==> config.mk <==
export PLATFORM = sky130hd
export DESIGN_NAME = gpio_edge_port
export DESIGN_NICKNAME = d
export VERILOG_FILES = /design/src/rtl/gpio_port_pkg.sv /design/src/rtl/gpio_sync.sv /design/src/rtl/gpio_edge_det.sv /design/src/rtl/gpio_edge_port.sv
export SDC_FILE = /design/constraint.sdc
export NUM_CORES = 1
export LEC_CHECK = 0
export CORE_ASPECT_RATIO = 1.75
export CORE_MARGIN = 1.5
export CORE_UTILIZATION = 50
export CTS_BUF_LIST = sky130_fd_sc_hd__clkbuf_8
export CTS_CLUSTER_SIZE = 12
export DETAILED_ROUTE_END_ITERATION = 6
export GPL_TIMING_DRIVEN = 0
export PLACE_DENSITY = 0.75
export SETUP_SLACK_MARGIN = 0.15
export SKIP_LAST_GASP = 1
export SLEW_MARGIN = 20
export SYNTH_ARGS = -nofsm -noshare
export SYNTH_HDL_FRONTEND = slang
export SYNTH_SLANG_ARGS = --single-unit
==> constraint.sdc <==
create_clock -name clk -period 1.65 [get_ports clk]
set_input_delay 0.165 -clock clk [delete_from_list [all_inputs] [get_ports clk]]
set_output_delay 0.165 -clock clk [all_outputs]
set_load 0.05 [all_outputs]
==> src/rtl/gpio_port_pkg.sv <==
package gpio_port_pkg;

    localparam int ADDR_W = 8;
    typedef logic [ADDR_W-1:0] addr_t;

    // Offsets decoded by software
    localparam addr_t A_PIN_IN = 8'h20;
    localparam addr_t A_DRIVE  = 8'h21;
    localparam addr_t A_DIR    = 8'h22;
    localparam addr_t A_FLAG   = 8'h23;
    localparam addr_t A_FALL   = 8'h24;
    localparam addr_t A_IEN    = 8'h25;
    localparam addr_t A_FSEL   = 8'h26;
    localparam addr_t A_PULL   = 8'h27;
    localparam addr_t A_FSEL2  = 8'h41;

    typedef enum logic [1:0] {
        FN_GPIO      = 2'b00,
        FN_PRIMARY   = 2'b01,
        FN_RESERVED  = 2'b10,
        FN_SECONDARY = 2'b11
    } pin_fn_e;

endpackage

==> src/rtl/gpio_sync.sv <==
module gpio_sync #(
    parameter int W = 8
) (
    input  logic         clk,
    input  logic         rst_n,
    input  logic [W-1:0] async_in,
    output logic [W-1:0] sync_out
);

    logic [W-1:0] meta_q;
    logic [W-1:0] stable_q;

    always_ff @(posedge clk or negedge rst_n) begin
        if (!rst_n) begin
            meta_q   <= '0;
            stable_q <= '0;
        end else begin
            meta_q   <= async_in;
            stable_q <= meta_q;
        end
    end

    assign sync_out = stable_q;

endmodule

==> src/rtl/gpio_edge_det.sv <==
module gpio_edge_det #(
    parameter int W = 8
) (
    input  logic         clk,
    input  logic         rst_n,
    input  logic [W-1:0] level,
    input  logic [W-1:0] fall_sel,
    output logic [W-1:0] hit
);

    logic [W-1:0] prev_q;

    always_ff @(posedge clk or negedge rst_n) begin
        if (!rst_n) prev_q <= '0;
        else        prev_q <= level;
    end

    for (genvar i = 0; i < W; i++) begin : g_pin
        logic rise_w, fall_w;
        assign rise_w = level[i] & ~prev_q[i];
        assign fall_w = ~level[i] & prev_q[i];
        assign hit[i] = fall_sel[i] ? fall_w : rise_w;
    end

endmodule

==> src/rtl/gpio_edge_port.sv <==
module gpio_edge_port
    import gpio_port_pkg::*;
#(
    parameter int PINS = 8
) (
    input  logic                clk,
    input  logic                rst_n,
    input  logic                puc,
    input  logic                bus_en,
    input  logic                bus_wr,
    input  logic [ADDR_W-1:0]   bus_addr,
    input  logic [PINS-1:0]     bus_wdata,
    output logic [PINS-1:0]     bus_rdata,
    input  logic [PINS-1:0]     pad_in,
    output logic [PINS-1:0]     pad_out,
    output logic [PINS-1:0]     pad_oe,
    output logic [PINS-1:0]     pull_en,
    output logic [2*PINS-1:0]   pin_func,
    output logic                irq
);

    localparam int FUNC_W = $bits(pin_fn_e);

    typedef struct packed {
        logic [PINS-1:0] drive;
        logic [PINS-1:0] dir;
        logic [PINS-1:0] flag;
        logic [PINS-1:0] fall_sel;
        logic [PINS-1:0] ien;
        logic [PINS-1:0] fsel;
        logic [PINS-1:0] fsel2;
        logic [PINS-1:0] pull;
        logic            irq;
    } port_state_t;

    port_state_t st_d, st_q;

    logic [PINS-1:0] sync_now;
    logic [PINS-1:0] edge_hit;
    logic [PINS-1:0] flag_now, ien_now, fsel_now;
    logic            wr_go;

    gpio_sync #(.W(PINS)) u_sync (
        .clk      (clk),
        .rst_n    (rst_n),
        .async_in (pad_in),
        .sync_out (sync_now)
    );

    gpio_edge_det #(.W(PINS)) u_edge (
        .clk      (clk),
        .rst_n    (rst_n),
        .level    (sync_now),
        .fall_sel (st_q.fall_sel),
        .hit      (edge_hit)
    );

    assign wr_go = bus_en & bus_wr;

    always_comb begin
        st_d = st_q;
        if (wr_go) begin
            case (bus_addr)
                A_DRIVE: st_d.drive    = bus_wdata;
                A_DIR:   st_d.dir      = bus_wdata;
                A_FLAG:  st_d.flag     = bus_wdata;
                A_FALL:  st_d.fall_sel = bus_wdata;
                A_IEN:   st_d.ien      = bus_wdata;
                A_FSEL:  st_d.fsel     = bus_wdata;
                A_PULL:  st_d.pull     = bus_wdata;
                A_FSEL2: st_d.fsel2    = bus_wdata;
                default: ;
            endcase
        end
        st_d.flag = st_d.flag | edge_hit;
        st_d.irq  = |(st_q.flag & st_q.ien & ~st_q.fsel);
        if (puc) begin
            st_d.drive = '0;
            st_d.dir   = '0;
            st_d.flag  = '0;
            st_d.ien   = '0;
            st_d.fsel  = '0;
            st_d.fsel2 = '0;
            st_d.pull  = '0;
            st_d.irq   = 1'b0;
        end
    end

    always_ff @(posedge clk or negedge rst_n) begin
        if (!rst_n) st_q <= '0;
        else        st_q <= st_d;
    end

    always_comb begin
        bus_rdata = '0;
        if (bus_en) begin
            case (bus_addr)
                A_PIN_IN: bus_rdata = sync_now;
                A_DRIVE:  bus_rdata = st_q.drive;
                A_DIR:    bus_rdata = st_q.dir;
                A_FLAG:   bus_rdata = st_q.flag;
                A_FALL:   bus_rdata = st_q.fall_sel;
                A_IEN:    bus_rdata = st_q.ien;
                A_FSEL:   bus_rdata = st_q.fsel;
                A_PULL:   bus_rdata = st_q.pull;
                A_FSEL2:  bus_rdata = st_q.fsel2;
                default:  bus_rdata = '0;
            endcase
        end
    end

    for (genvar i = 0; i < PINS; i++) begin : g_route
        pin_fn_e code_w;
        assign code_w = pin_fn_e'({st_q.fsel2[i], st_q.fsel[i]});
        assign pin_func[FUNC_W*i +: FUNC_W] = code_w;
    end

    assign pad_out  = st_q.drive;
    assign pad_oe   = st_q.dir;
    assign pull_en  = st_q.pull;
    assign irq      = st_q.irq;
    assign flag_now = st_q.flag;
    assign ien_now  = st_q.ien;
    assign fsel_now = st_q.fsel;

endmodule

==> results of run 1 <==
## cells in the mapped netlist, types with 3 or more instances
master	count	share of area [%]
nand2b_1	4	0.54
clkbuf_1	19	1.5
or3b_2	8	1.5
buf_4	42	6.8
o22ai_1	5	0.68
a21oi_1	17	1.8
mux2_2	13	3.2
o21ai_0	8	0.87
nand2_1	9	0.73
a31oi_1	8	1.1
dfrtp_1	89	48
mux2i_1	65	14
o2bb2ai_1	7	1.3
nand3b_1	23	3.7
a22o_1	7	1.3
nor4b_1	3	0.57
nor2_1	54	4.4
a22oi_1	5	0.81
buf_2	7	0.76
## metal layers
| metal | up-vias | wire length [um] |
|---|---|---|
| li1 | 1694 | - |
| met1 | 1925 | 5198 |
| met2 | 218 | 7294 |
| met3 | 74 | 939 |
| met4 | 0 | 952 |
| met5 | - | 0 |
## cell type report
cell class                      count  area [um^2]  share of cell area [%]
Sequential cell                    89         2227                   34.64
Multi-Input combinational cell    264         2211                   34.38
Timing Repair Buffer              102         1097                   17.07
Buffer                             70        544.3                   8.465
Clock buffer                       11        151.4                   2.355
Tap cell                          120        150.1                   2.335
Clock inverter                      4        45.04                  0.7005
Inverter                            1        3.754                 0.05838
## power groups by stage
stage               Sequential (mW)  Clock (mW)  Combinational (mW)
floorplan                      2.29           0               0.178
global placement               2.30           0               0.329
detailed placement             2.31           0               0.344
CTS                            2.26        1.53               0.383
global route                   2.27        1.63               0.438
finish                         2.26        1.53               0.415
## logic make-up after synthesis
| logic type | Yosys count | synth area share, % |
|---|---|---|
| DFF | 89 | 48.20 |
| AOI/OAI and AO/OA | 60 | 8.530 |
| buffers and inverters | 72 | 9.775 |
| muxes | 78 | 17.25 |
| and+or+nand+nor | 126 | 16.25 |
## worst min-delay path, cell delays in order
cell	delay, ns
clkbuf_1	0.18
nand4_1	0.14
a21oi_2	0.06
## through the flow
stage | total power [mW] | TNS [ns] | cell area (um^2) | utilization [%]
floorplan | 2.472 | -8.603 | 4768 | -
global placement | 2.632 | -314.12 | 5569 | 61.63
detailed placement | 2.650 | -69.66 | 5612 | 62.10
CTS | 4.175 | -6.180 | 6242 | 69.08
global route | 4.338 | -12.65 | 6430 | 71.16
finish | 4.214 | -10.37 | 6430 | 71.16
## flip-flops by register name, indices dropped and copies added, names as in the netlist
name / flops
flag_now: 8
fsel_now: 8
ien_now: 8
pad_oe: 8
pad_out: 8
pin_func: 8
pull_en: 8
st_q: 8
u_edge.prev_q: 8
u_sync.meta_q: 8
u_sync.sync_out: 8
irq: 1
## timing repair
item / 4_1_cts / 5_1_grt
pin swaps: 17 / 21
hold endpoints to repair: 34 / 0
gates resized for setup: 244 / 30
buffers inserted: 24 / 10
endpoints found under the setup margin: 113 / 73
hold buffers: 1 / 0
## worst max path at each step
stage                   end  slack (ns)  depth (start not counted)
2_1_floorplan  bus_rdata[1]       -0.33                          6
3_3_place_gp    pin_func[5]       -2.74                          1
3_5_place_dp   bus_rdata[5]       -1.86                          7
4_1_cts        bus_rdata[1]       -0.28                          8
5_1_grt        bus_rdata[3]       -0.38                          9
6_report       bus_rdata[3]       -0.33                          9
==> impl_metrics.env, run 1 <==
export IMPL_clock_latency_ns=0.37
export IMPL_grt_pass1_wl_mm=21.27
export IMPL_clockRootBuffer="clkbuf_8"
export IMPL_ys_flop_type="dfrtp_1"
export IMPL_dp_slack_ns=-1.864
export IMPL_num_vias=3911
export IMPL_h_tree_depth=3
export IMPL_drt_pass1_iter_count=7
export IMPL_pin_count=78
export IMPL_cts_buffers=9
export IMPL_max_stage_delay_ns=0.53
export IMPL_power_density_nw_per_um2=655.3
export IMPL_min_path_type="in2reg"
export IMPL_setup_ws_ns=-0.3342
export IMPL_synth_edf_count=0
export IMPL_drv_slew=0
export IMPL_fin_crit_sh_pct=120.3
export IMPL_grt_ovfl_total=0
export IMPL_grt_max_degree=56
export IMPL_wl_per_cell_um=21.76
export IMPL_startpoint="bus_addr[2]"
export IMPL_max_clock_path_buffers=2
export IMPL_violations="setup timing"
export IMPL_critical_path_startpoint_type="input port"
export IMPL_fp_dieH_um=130.2
export IMPL_die_area_um2=9850
export IMPL_syn_mean_instance_area_um2=10.87
export IMPL_ys_types=40
export IMPL_crit_path_cell_trace="buf_12 -> or4b_4 -> buf_6 -> nor4_4 -> buf_4 -> buf_6 -> a22oi_2 -> a21oi_4 -> buf_6"
export IMPL_nNetsFinal=566
export IMPL_p_leak_nw=2.853
export IMPL_r2r_end="flag_now[1]"
export IMPL_r2r_start="u_sync.sync_out[1]"
export IMPL_yosys_warnings=0
export IMPL_area_growth_pct=39.16
export IMPL_hold_path_depth=3
export IMPL_finClkSkew_ns=0.01268
export IMPL_grt_usage_pct=30.24
export IMPL_grt_util_met1_pct=35.59
export IMPL_final_common_cell="dfrtp_1"
export IMPL_r2r_cells=3
export IMPL_start_util_pct=51.14
export IMPL_worst_setup_hold_path_clk_slew_ns=0.09
export IMPL_rsz0062_at_grt="true"
export IMPL_cts_tree="done"
export IMPL_cp_max_fo=4
export IMPL_yosys_register_bits=89
export IMPL_synthArstFlopShare_pct=100.0
export IMPL_dr_first_iter_drc_count=443
export IMPL_drc=0
export IMPL_crit_slowest_cell="or4b_4"
export IMPL_relSlewSlack_pct=49.00
export IMPL_hold_viol_final=0
export IMPL_critPathBufInv=5
export IMPL_grtUsageMet3_pct=5.637
export IMPL_end_kind="output port"
export IMPL_period_needed_ns=1.984
export IMPL_use_met2_pct=49.43
export IMPL_placedCellCount=612
export IMPL_syn_area_um2=4621
export IMPL_seqPwrFrac_pct=53.7
export IMPL_antenna_found_initial=0
export IMPL_whs_ns=0.2064
export IMPL_final_cell_mix="dfrtp_1, mux2i_1, buf_4"
export IMPL_p_int_mw=3.161
export IMPL_worstHoldEndpoint="pad_oe[6]"
export IMPL_n_antenna_cell=0
export IMPL_place_hpwl_mm=8.843
export IMPL_final_cells=661
export IMPL_setup_viol=64
export IMPL_drive_gt1_share_pct=40.48
export IMPL_clkPwrFrac_pct=36.4
export IMPL_nFillCells=652
export IMPL_p_sw_share_pct=24.98
export IMPL_power_switching_mw=1.052
export IMPL_hold_path_startpoint="bus_wdata[6]"
export IMPL_p_comb_share_pct=9.8
export IMPL_yosysSeqAreaShare_pct=48.20
export IMPL_wl_mm=14.38
export IMPL_via_per_inst=5.917
export IMPL_worstPathRequired_ns=1.48
export IMPL_ant_nets=0
export IMPL_synth_cells=425
export IMPL_die_w_um=75.67
export IMPL_num_rows=46
export IMPL_cap_violations=0
export IMPL_peakVddDrop_v=0.0005070
export IMPL_worst_slew_pin_slew_ns=0.7651
export IMPL_status="finished, violations left"
export IMPL_path_class="in2out"
export IMPL_crit_family="buffers and inverters"
export IMPL_gp_congestion=0.8625
export IMPL_max_freq_mhz=504.0
export IMPL_grt_pass1_vias=3934
export IMPL_reg2reg_slack_ns=0.45
export IMPL_grt_busiest_layer="met2"
export IMPL_cp_common_cell="buf_6"
export IMPL_synth_nets=454
export IMPL_portBuffers=65
export IMPL_cts_sinks=89
export IMPL_arrival_ns=1.82
export IMPL_coreArea_um2=9036
No activity file was read; power rests on OpenSTA's default activity.
==> run 2, diff against run 1 <==
--- a/config.mk
+++ b/config.mk
@@ -20,2 +20,3 @@
 export SYNTH_HDL_FRONTEND = slang
+export SYNTH_HIERARCHICAL = 1
 export SYNTH_SLANG_ARGS = --single-unit
==> constraint.sdc (replaced) <==
create_clock -name clk -period 1.65 [get_ports clk]
set_input_delay 0.4125 -clock clk [delete_from_list [all_inputs] [get_ports clk]]
set_output_delay 0.4125 -clock clk [all_outputs]
set_load 0.05 [all_outputs]
==> run 2 against run 1 <==
Against the previous run: the flow still finishes with violations (setup timing); sequential power hardly changed; routed wire length is 11% lower; utilization is 1.5 points higher; non-clock buffer count is 6 higher; via count is 6.1% lower; die area is 2.2% lower; combinational power is 5.5% higher; power is 0.26% lower; sequential cell count stayed put; worst hold slack worse by 0.17 ns; final cell count is 1.1% lower; first-iteration DRC count is 47% lower; critical path type unchanged; largest power group unchanged.
==> impl_metrics.env, run 2 <==
export IMPL_worst_slew_pin_slew_ns=0.7524
export IMPL_fp_dieH_um=128.7
export IMPL_clock_latency_ns=0.36
export IMPL_nFillCells=618
export IMPL_synthArstFlopShare_pct=100.0
export IMPL_power_mw=4.203
export IMPL_maxUsedRoutingLayer="met4"
export IMPL_h_tree_depth=3
export IMPL_synth_cells=411
export IMPL_final_common_cell="buf_4"
export IMPL_num_vias=3674
export IMPL_status="finished, violations left"
export IMPL_area_growth_pct=40.43
export IMPL_worst_setup_hold_path_clk_slew_ns=0.08
export IMPL_yosys_register_bits=89
export IMPL_setup_ws_ns=-0.7060
export IMPL_seqCellArea_um2=2227
export IMPL_ys_flop_type="dfrtp_1"
export IMPL_pin_count=78
export IMPL_syn_area_um2=4516
export IMPL_rsz0062_at_grt="true"
export IMPL_grt_usage_pct=27.46
export IMPL_gp_congestion=0.8947
export IMPL_yosys_top_cells_area="dfrtp_1, mux2i_1, buf_4, nor2_1, mux4_2"
export IMPL_setup_viol=40
export IMPL_cap_violations=0
export IMPL_dr_first_iter_drc_count=233
export IMPL_arrival_ns=1.94
export IMPL_die_w_um=74.84
export IMPL_relSlewSlack_pct=49.84
export IMPL_placedCellCount=597
export IMPL_synth_edf_count=0
export IMPL_yosys_warnings=6
export IMPL_setup_tns_ns=-12.59
export IMPL_drv_slew=0
export IMPL_critical_path_startpoint_type="input port"
export IMPL_violations="setup timing"
export IMPL_nNetsFinal=562
export IMPL_end_kind="output port"
export IMPL_hold_viol_final=0
export IMPL_drc=0
export IMPL_drt_pass1_iter_count=6
export IMPL_path_class="in2out"
export IMPL_via_per_inst=5.618
export IMPL_dp_slack_ns=-2.088
export IMPL_grt_pass1_wl_mm=19.31
export IMPL_multi_input_area_um2=2171
export IMPL_coreArea_um2=8727
export IMPL_p_leak_nw=2.960
export IMPL_cp_max_fo=8
export IMPL_place_hpwl_mm=8.220
export IMPL_wl_per_cell_um=19.50
export IMPL_clockRootBuffer="clkbuf_8"
export IMPL_yosysMostFrequentCell="dfrtp_1"
export IMPL_synth_common_cells="dfrtp_1, nor2_1, mux2i_1"
export IMPL_synth_nets=440
export IMPL_cts_buffers=9
export IMPL_cts_hold_buffers_added=0
export IMPL_die_area_um2=9632
export IMPL_grt_ovfl_total=0
export IMPL_place_area_um2=5577
export IMPL_fin_crit_sh_pct=142.8
export IMPL_drive_gt1_share_pct=43.20
export IMPL_synth_top_cell_by_area="dfrtp_1"
export IMPL_grt_max_degree=50
export IMPL_route_met3_wl_um=566
export IMPL_start_util_pct=51.74
export IMPL_min_path_type="in2async"
export IMPL_max_clock_path_buffers=2
export IMPL_final_cell_mix="buf_4, dfrtp_1, nor2_1"
export IMPL_cts_tree="done"
export IMPL_synth_top_area_share_pct=49.32
export IMPL_wl_met1_mm=4.871
export IMPL_power_density_nw_per_um2=662.8
export IMPL_ant_nets=0
export IMPL_portBuffers=68
export IMPL_n_antenna_cell=0
export IMPL_finClkSkew_ns=0.004780
export IMPL_syn_mean_instance_area_um2=10.99
export IMPL_yosysSeqAreaShare_pct=49.32
export IMPL_final_cells=654
export IMPL_antenna_found_initial=0
export IMPL_period_needed_ns=2.356
export IMPL_cts_sinks=89
export IMPL_wl_mm=12.76
export IMPL_post_route_util_pct=72.66
export IMPL_dr_wl_met2_mm=6.881
export IMPL_fin_area_um2=6341
export IMPL_whs_ns=0.03509
export IMPL_max_freq_mhz=424.4
export IMPL_peakVddDrop_v=0.0006954
export IMPL_grt_pass1_vias=3642
export IMPL_num_rows=45
export IMPL_worstPathRequired_ns=1.24
export IMPL_ys_types=36
run 2: changes by cell type after synthesis, moves of 7 or more:
cell,change
mux4_2,+7
mux2i_1,-10
a31oi_1,-7
nor3_1,+8
nand3b_1,-22
o21ai_0,-7
o22ai_2,+7
nand2_1,+16
a211oi_1,+8
or3b_2,-8
a21oi_1,-10
run 2: layout make-up:
cell class / count / area share (%)
clock buffers: 10 / 2.170
clock inverters: 5 / 0.8879
plain buffers: 67 / 7.991
flip-flops and latches: 89 / 35.12
well taps: 117 / 2.309
repair buffers: 111 / 17.23
multi-input cells: 254 / 34.23
inverters: 1 / 0.05919
run 2: metal layers:
layer	track usage [%]	up-vias
li1	-	1656
met1	33.11	1833
met2	47.37	148
met3	3.524	37
met4	12.94	0
met5	0	-
run 2: final timing paths:
check	start	endpoint	slack [ns]	depth (start not counted)
max in group asynchronous	rst_n	pull_en[4]	0.99	2
hold / removal	rst_n	u_sync/meta_q[7]	0.04	1
setup / recovery	bus_addr[6]	bus_rdata[2]	-0.71	8
setup reg to reg	u_edge/prev_q[1]	flag_now[1]	0.46	4
min in group clk	u_sync/meta_q[0]	u_sync/sync_out[0]	0.36	0
hold reg to reg	u_sync/meta_q[0]	u_sync/sync_out[0]	0.36	0
run 2: worst max-delay path, cell delays in order:
cell	delay, ns
buf_8	0.10
or4b_4	0.53
buf_8	0.15
nor3_4	0.15
buf_12	0.17
a22oi_2	0.11
a21oi_4	0.15
buf_6	0.17
run 2: kinds of logic (layout without fill, tap and decap cells):
group,count (synthesis),after routing,synth area share (%)
AOI/OAI and AO/OA,55,55,9.698
buffers and inverters,68,194,9.199
DFF,89,89,49.32
muxes,71,71,17.93
and+or+nand+nor,128,128,13.85
run 2: power breakdown:
| part | internal, mW | total, mW | switching, mW | leakage [nW] |
|---|---|---|---|---|
| combinational | 0.185 | 0.438 | 0.253 | 1.68 |
| sequential | 2.23 | 2.26 | 0.0364 | 1.18 |
| clock | 0.730 | 1.50 | 0.771 | 0.0981 |
| total | 3.14 | 4.20 | 1.06 | 2.96 |
run 2: repair_timing:
item | 4_1_cts | 5_1_grt
setup buffers | 23 | 18
pin swaps | 15 | 15
setup endpoints to repair | 113 | 111
cloned | 1 | 0
resized for setup | 367 | 50
==> run 3, diff against run 2 <==
- CELL_PAD_IN_SITES_DETAIL_PLACEMENT: not set -> 0
- CELL_PAD_IN_SITES_GLOBAL_PLACEMENT: not set -> 1
- CORE_UTILIZATION: 50 -> 39
==> run 3 against run 2 <==
Against the previous run: the run still ends with setup timing left; critical path depth unchanged; utilization decreased by 16 points; sequential share of layout area increased by 0.12 points; register-to-register slack better by 0.06 ns; worst hold slack improved by 0.012 ns; maximum frequency down 3.4%; critical path type unchanged.
==> impl_metrics.env, run 3 (same netlist as run 2, synthesis figures left out) <==
export IMPL_status="finished, violations left"
export IMPL_violations="setup timing"
export IMPL_via_per_inst=5.373
export IMPL_drv_slew=0
export IMPL_max_stage_delay_ns=0.54
export IMPL_end_kind="output port"
export IMPL_worstPathRequired_ns=1.24
export IMPL_cts_sinks=89
export IMPL_crit_family="simple AND/OR/NAND/NOR gates"
export IMPL_antenna_found_initial=0
export IMPL_cts_buffers=9
export IMPL_fin_crit_sh_pct=147.8
export IMPL_final_cells=662
export IMPL_start_util_pct=40.21
export IMPL_place_area_um2=5588
export IMPL_p_leak_nw=2.940
export IMPL_relSlewSlack_pct=50.04
export IMPL_period_needed_ns=2.438
export IMPL_r2r_start="ien_now[7]"
export IMPL_nNetsFinal=556
export IMPL_cp_common_cell="buf_8"
export IMPL_dr_wl_met2_mm=6.988
export IMPL_wl_met1_mm=4.980
export IMPL_hold_viol_final=0
export IMPL_critPathBufInv=4
export IMPL_cap_violations=0
export IMPL_n_antenna_cell=0
export IMPL_wl_mm=13.03
export IMPL_grt_pass1_wl_mm=20.11
export IMPL_critical_path_startpoint_type="input port"
export IMPL_die_w_um=84.34
export IMPL_cts_hold_buffers_added=0
export IMPL_route_met3_wl_um=675
export IMPL_dr_first_iter_drc_count=218
export IMPL_cp_max_fo=3
export IMPL_h_tree_depth=3
export IMPL_final_common_cell="dfrtp_1"
export IMPL_reg2reg_slack_ns=0.52
export IMPL_worst_slew_pin_slew_ns=0.7494
export IMPL_path_class="in2out"
export IMPL_wl_per_cell_um=19.68
export IMPL_peakVddDrop_v=0.0004774
export IMPL_grt_max_degree=48
export IMPL_place_hpwl_mm=8.619
export IMPL_clock_latency_ns=0.37
export IMPL_finClkSkew_ns=0.007762
export IMPL_area_growth_pct=40.01
export IMPL_coreArea_um2=11230
export IMPL_cts_tree="done"
export IMPL_r2r_end="irq"
export IMPL_ant_nets=0
export IMPL_final_cell_mix="dfrtp_1, buf_4, nor2_1"
export IMPL_fp_dieH_um=145.3
export IMPL_power_mw=3.969
export IMPL_crit_slowest_cell="or4b_4"
export IMPL_clockRootBuffer="clkbuf_8"
export IMPL_grt_ovfl_total=0
export IMPL_grt_usage_pct=21.66
export IMPL_rsz0062_at_grt="true"
export IMPL_placedCellCount=612
export IMPL_min_path_type="in2async"
export IMPL_max_freq_mhz=410.1
export IMPL_power_density_nw_per_um2=627.8
export IMPL_worst_setup_hold_path_clk_slew_ns=0.08
export IMPL_setup_viol=40
export IMPL_drt_pass1_iter_count=4
export IMPL_setup_ws_ns=-0.7885
export IMPL_arrival_ns=2.03
export IMPL_fin_area_um2=6322
export IMPL_portBuffers=68
export IMPL_pin_count=78
export IMPL_die_area_um2=12260
export IMPL_max_clock_path_buffers=2
export IMPL_crit_path_cell_trace="buf_8 -> or4b_4 -> buf_8 -> buf_12 -> nor3_1 -> o21ai_0 -> a31oi_4 -> buf_6"
export IMPL_drc=0
export IMPL_maxUsedRoutingLayer="met4"
export IMPL_r2r_cells=4
export IMPL_gp_congestion=0.8387
export IMPL_num_vias=3557
export IMPL_drive_gt1_share_pct=41.70
export IMPL_grt_pass1_vias=3549
export IMPL_num_rows=51
## run 3: changes by cell type in the layout (fill, tap and decap cells not counted), moves of 2 or more
cell	previous run	this run
buf_4	90	80
clkbuf_2	4	2
buf_6	38	33
mux2i_1	52	55
buf_12	6	10
nor3_2	1	3
dlygate4sd2_1	0	3
buf_8	6	10
mux2i_2	3	0
## run 3: report_power, final
part	internal (mW)	switching (mW)
logic	0.186	0.250
clock network	0.517	0.753
registers	2.23	0.0362
total	2.93	1.04
## run 3: worst max-delay path by stage
stage                     cells after the start      endpoint        start  slack, ns
after floorplan                               5  bus_rdata[0]  bus_addr[4]      -0.59
after global placement                        1    pad_out[7]        rst_n      -3.04
after detailed placement                      7  bus_rdata[2]  bus_addr[4]      -2.18
after CTS                                     8  bus_rdata[7]  bus_addr[4]      -0.77
after global routing                          8  bus_rdata[7]  bus_addr[4]      -0.80
final                                         8  bus_rdata[7]  bus_addr[4]      -0.79
## run 3: worst register-to-register path: cells and delay by family, from the launching register on
kind | cells | cell delay (ns)
and+or+nand+nor | 3 | 0.46
DFF | 1 | 0.41
AOI/OAI and AO/OA | 1 | 0.13
## run 3: timing repair
item,in CTS,in global routing
gates cloned,1,0
pin swaps,22,18
gates resized for setup,365,48
setup endpoints to repair,113,93
setup buffers,27,8
## run 3: cell type report
class | count | area (um^2)
clock buffer | 9 | 123.9
sequential | 89 | 2228
tap | 132 | 165.2
buffer | 67 | 525.5
inverter | 1 | 3.754
timing repair buffer | 105 | 1082
clock inverter | 5 | 26.28
fill | 984 | 4908
multi-input combinational | 254 | 2167
## run 3: metal layers
layer | vias up | track usage, %
met1 | 1768 | 25.21
met3 | 28 | 4.311
met2 | 114 | 38.88
li1 | 1647 | -
met5 | - | 0
met4 | 0 | 8.065
## run 3: metrics by stage
| stage | setup WS (ns) | utilization, % | TNS, ns | hold WS (ns) |
|---|---|---|---|---|
| finish | -0.7885 | 56.29 | -18.97 | 0.04728 |
| global route | -0.8029 | 56.29 | -20.63 | 0.09034 |
| CTS | -0.7745 | 54.18 | -14.41 | 0.06783 |
| detailed placement | -2.177 | 49.75 | -85.87 | 0.3356 |
| global placement | -3.044 | 49.60 | -354.75 | 0.3343 |
| floorplan | -0.5917 | - | -14.16 | 0.1169 |
